===== config.mk =====
export PLATFORM = sky130hd
export DESIGN_NAME = atom_rmw_pair
export DESIGN_NICKNAME = d
export VERILOG_FILES = /design/src/rtl/atom_pkg.sv /design/src/rtl/atom_rmw_pair.sv
export SDC_FILE = /design/constraint.sdc
export NUM_CORES = 1
export LEC_CHECK = 0
export ABC_AREA = 1
export ABC_CLOCK_PERIOD_IN_PS = 3700
export CORE_UTILIZATION = 30
export DETAILED_ROUTE_END_ITERATION = 8
export DONT_BUFFER_PORTS = 1
export PLACE_DENSITY_LB_ADDON = 0.05
export SYNTH_ARGS = -nofsm -noshare
export SYNTH_HDL_FRONTEND = slang
export SYNTH_SLANG_ARGS = --single-unit

===== constraint.sdc =====
create_clock -name clk -period 3.7 [get_ports clk]
set_input_delay 0.555 -clock clk [delete_from_list [all_inputs] [get_ports clk]]
set_output_delay 0.555 -clock clk [all_outputs]
set_load 0.01 [all_outputs]

===== src/rtl/atom_pkg.sv =====
package atom_pkg;

    typedef enum logic [2:0] {
        K_LOAD  = 3'd0,
        K_STORE = 3'd1,
        K_FETCH = 3'd2,
        K_RMW_R = 3'd3,
        K_RMW_W = 3'd4,
        K_LL    = 3'd5,
        K_SC    = 3'd6,
        K_NONE  = 3'd7
    } req_kind_e;

    localparam logic signed [7:0] SC_FAIL_CODE = -8'sd2;

endpackage


===== src/rtl/atom_rmw_pair.sv =====
module atom_rmw_pair
    import atom_pkg::*;
#(
    parameter int CNT_W = 4
) (
    input  logic      clk,
    input  logic      rst_n,
    input  logic      req_valid,
    input  req_kind_e req_kind,
    output logic      pair_err,
    output logic      rst_atom
);
    localparam logic [CNT_W-1:0] CNT_MAX = {CNT_W{1'b1}};

    typedef struct packed {
        logic [CNT_W-1:0] rd;
        logic [CNT_W-1:0] wr;
    } cnt_t;

    cnt_t cnt_d, cnt_q;
    logic plain;

    always_comb begin
        cnt_d    = cnt_q;
        pair_err = 1'b0;
        rst_atom = 1'b0;
        plain    = req_valid && (req_kind == K_LOAD || req_kind == K_STORE || req_kind == K_FETCH);
        if (plain) begin
            if (cnt_q.wr != '0) begin
                pair_err = 1'b1;
            end else if (cnt_q.rd != '0) begin
                rst_atom = 1'b1;
                cnt_d    = '0;
            end
        end else if (req_valid && req_kind == K_RMW_R) begin
            if (cnt_q.wr != '0 || cnt_q.rd == CNT_MAX) begin
                pair_err = 1'b1;
            end else begin
                cnt_d.rd = cnt_q.rd + 1'b1;
            end
        end else if (req_valid && req_kind == K_RMW_W) begin
            if (cnt_q.rd == '0 || cnt_q.wr >= cnt_q.rd) begin
                pair_err = 1'b1;
            end else if (cnt_q.wr + 1'b1 == cnt_q.rd) begin
                cnt_d = '0;
            end else begin
                cnt_d.wr = cnt_q.wr + 1'b1;
            end
        end
    end

    always_ff @(posedge clk) begin
        if (!rst_n) cnt_q <= '0;
        else        cnt_q <= cnt_d;
    end

    // writes never catch up with reads without the pair clearing
    assert_wr_below_rd_R3: assert property (@(posedge clk) disable iff (!rst_n)
        (cnt_q.wr == '0) || (cnt_q.wr < cnt_q.rd));

    assert_abandon_clears_R5: assert property (@(posedge clk) disable iff (!rst_n)
        rst_atom |=> (cnt_q.rd == '0 && cnt_q.wr == '0));

    assert_broken_keeps_R6: assert property (@(posedge clk) disable iff (!rst_n)
        (pair_err && plain) |=> ($stable(cnt_q.rd) && $stable(cnt_q.wr)));

    assert_ll_sc_neutral_R7: assert property (@(posedge clk) disable iff (!rst_n)
        (req_valid && (req_kind == K_LL || req_kind == K_SC)) |=> $stable(cnt_q));

endmodule


==> out/qor.json <==
{
  "clocking": {
    "ctsHtreeMaxLevel": 1,
    "clk_path_buf_depth": 2,
    "cts_num_sinks": 8,
    "ctsHoldBuffers": 0,
    "clkTransAtPathRegs_ns": 0.05,
    "post_cts.repair.setup_buffers": 0,
    "clk_root_buffer_cell": "clkbuf_4",
    "cts_tree": "built",
    "cts_made_buffers": 3,
    "post_cts.resized_instances": 0,
    "clock_insertion_delay_worst_skew_ns": 0.25
  },
  "floorplan": {
    "die_width_um": 54.7,
    "die_y_um": 54.7,
    "start_util_pct": 32.8,
    "row_count": 18,
    "num_io_pins": 8,
    "placeable_area_um2": 2540,
    "floorplan.die_area_um2": 3000
  },
  "worst_setup_path": {
    "cp.arrival_ns": 1.75,
    "worst_setup_path_end_kind": "output pin",
    "start_kind": "register",
    "worst-endpoint-required_ns": 3.14,
    "crit_type": "register to output pin",
    "path_max_fanout": 5
  },
  "sta": {
    "fin_ws_ns": 1.40,
    "report.final.slew_viol_count": 0,
    "max-slew-margin-rel_pct": 71.6,
    "timing.fmax_ghz": 0.435,
    "hold_viol": 0,
    "post-route-min-period_ns": 2.30,
    "finalCritPeriodShare_pct": 62.2,
    "timing.hold.ws_ns": 0.424,
    "setup_repair_after_global_routing_missed_its_margin": "no",
    "setup_violators_final": 0,
    "clock-skew-final_ns": 0.00442,
    "worst_pin_slew_ns": 0.425,
    "timing.setup.tns_ns": 0
  },
  "finish": {
    "largest_register_ffs": 8,
    "drive_gt1_share_pct": 21.7,
    "antenna_cells_inserted": 0,
    "area_growth_pct": 7.20,
    "finalInstanceArea_um2": 895,
    "final-instance-count-excl-fill": 159,
    "reg_top3": "cnt_q (8)",
    "finish.net_count": 145,
    "layout.core_utilization_pct": 35.2,
    "largest_register": "cnt_q"
  },
  "outcome": {
    "run_status": "completed"
  },
  "pwr": {
    "clock_power_share_pct": 30.4,
    "worst_vdd_drop_v": 0.000133,
    "part_of_the_total_power_dissipated_in_combinational_logic_pct": 26.6,
    "share_of_total_power_consumed_by_net_switching_pct": 32.4,
    "total_leakage_power_nw": 0.423,
    "p_int_mw": 0.146,
    "power.total_mw": 0.216,
    "cellPowerDensity_nw_per_um2": 241,
    "power_frac_seq_pct": 43.1,
    "net-switching-power_mw": 0.0699
  },
  "logic_synthesis": {
    "synth_top_area_cell": "dfxtp_1",
    "netlist_area_um2": 835,
    "post_synthesis_sequential_area_ratio_pct": 19.2,
    "synth_top_cell_area_share_pct": 19.2,
    "yosys_register_bits": 8,
    "postSynthAreaPerCell_um2": 6.62,
    "synthesis.instances": 126,
    "synthesis.nets": 140,
    "synth_cell_type_count": 23,
    "total_number_of_yosys_warnings": 0,
    "synth.top_cells.by_area": "dfxtp_1 (19%), nand2_1 (14%), ha_1 (12%)"
  },
  "drt": {
    "initialDrtViolationCount": 31,
    "detail_route.first_pass.iterations": 4,
    "antenna_left": 0,
    "vias_per_cell": 4.79,
    "detail_route.wl_per_cell_um": 11.5,
    "via_count": 761,
    "drc": 0,
    "wirelength_mm": 1.83
  },
  "place": {
    "placed_cell_area_um2": 872,
    "dp_slack_ns": 1.67,
    "port_buffers": 0,
    "place.detailed.instances": 156,
    "dp_hpwl_mm": 1.59,
    "gpl.final_weighted_congestion": 0.833
  },
  "global_route": {
    "grt_max_degree": 7,
    "grt_util_all_layers_pct": 14.0,
    "antenna_violations_before_repair": 0,
    "gr-total-overflow": 0,
    "wire_length_of_the_first_global_routing_pass_mm": 2.84,
    "grt_pass1_vias": 637
  },
  "flow_run": {
    "drv_cap": 0
  },
  "worst_hold_path": {
    "min-delay-path-class": "primary input to register"
  }
}
==> metal layers <==
metal | wire (µm) | vias up | GRT usage (%)
li1 | - | 415 | -
met4 | 31 | 0 | 7.69
met5 | 0 | - | 0
met3 | 81 | 4 | 1.39
met2 | 824 | 20 | 22.5
met1 | 891 | 322 | 17.9
==> kinds of logic (layout without fill, tap and decap cells) <==
kind of cell / count (synthesis) / count (layout) / share of synthesized area (%)
AND/OR/NAND/NOR: 75 / 75 / 49.6
AO/OA/AOI/OAI: 13 / 13 / 9.30
flip-flops: 8 / 8 / 19.2
buffers and inverters: 22 / 25 / 9.90
adder cells (fa/ha/maj): 8 / 8 / 12.0
==> area by class of cell <==
cell class              instances  area, µm²
clock buffers                   3       22.5
fillers                       283       1650
inverters                      22       82.6
multi-input cells              96        592
flip-flops and latches          8        160
well taps                      30       37.5
==> power groups by stage <==
stage	sequential (mW)	combinational (mW)	clock, mW
after detailed placement	0.0946	0.0577	0
after global routing	0.0931	0.0642	0.0722
final	0.0929	0.0572	0.0654
after global placement	0.0949	0.0587	0
after CTS	0.0927	0.0580	0.0689
after floorplan	0.0932	0.0491	0
==> synthesized netlist by cell type <==
library cell and n:
o21ai_1 2, a21oi_1 6, o21ai_2 1, or2_2 1
nand2_1 32, inv_1 15, nand2_2 4, ha_1 8
nand4_1 5, nand3_4 2, nor2_1 13, o21ai_0 2
nor2_4 3, nand3_1 8, nand2_4 2, o31ai_1 1
o21bai_2 1, nand4_4 1, nor3b_1 1, inv_2 7
nor2_2 2, nand3_2 1, dfxtp_1 8
==> worst max-delay path, cell delays in order, from the launching register on <==
cell and delay [ns]:
dfxtp_1 0.41, inv_2 0.11, ha_1 0.30, a21oi_1 0.28, nand4_4 0.15, nand4_1 0.09
o21ai_0 0.16
==> final timing paths <==
path | slack [ns] | end | start | depth (start not counted)
worst max register to register | 1.82 | cnt_q[1]$_SDFFE_PN0P_ | cnt_q[7]$_SDFFE_PN0P_ | 11
worst min register to register | 0.52 | cnt_q[5]$_SDFFE_PN0P_ | cnt_q[5]$_SDFFE_PN0P_ | 2
worst max-delay path | 1.40 | pair_err | cnt_q[7]$_SDFFE_PN0P_ | 6
worst min-delay path | 0.42 | cnt_q[6]$_SDFFE_PN0P_ | rst_n | 2
==> layout by cell type, fill, tap and decap left out, drive strengths merged <==
cell and n:
inv 22, dfxtp 8, nor2 18, nor3b 1, o21bai 1, nand3 11, ha 8, a21oi 6
o21ai 5, nand4 6, clkbuf 3, o31ai 1, nand2 38, or2 1
No activity file was read; power rests on OpenSTA's default activity.
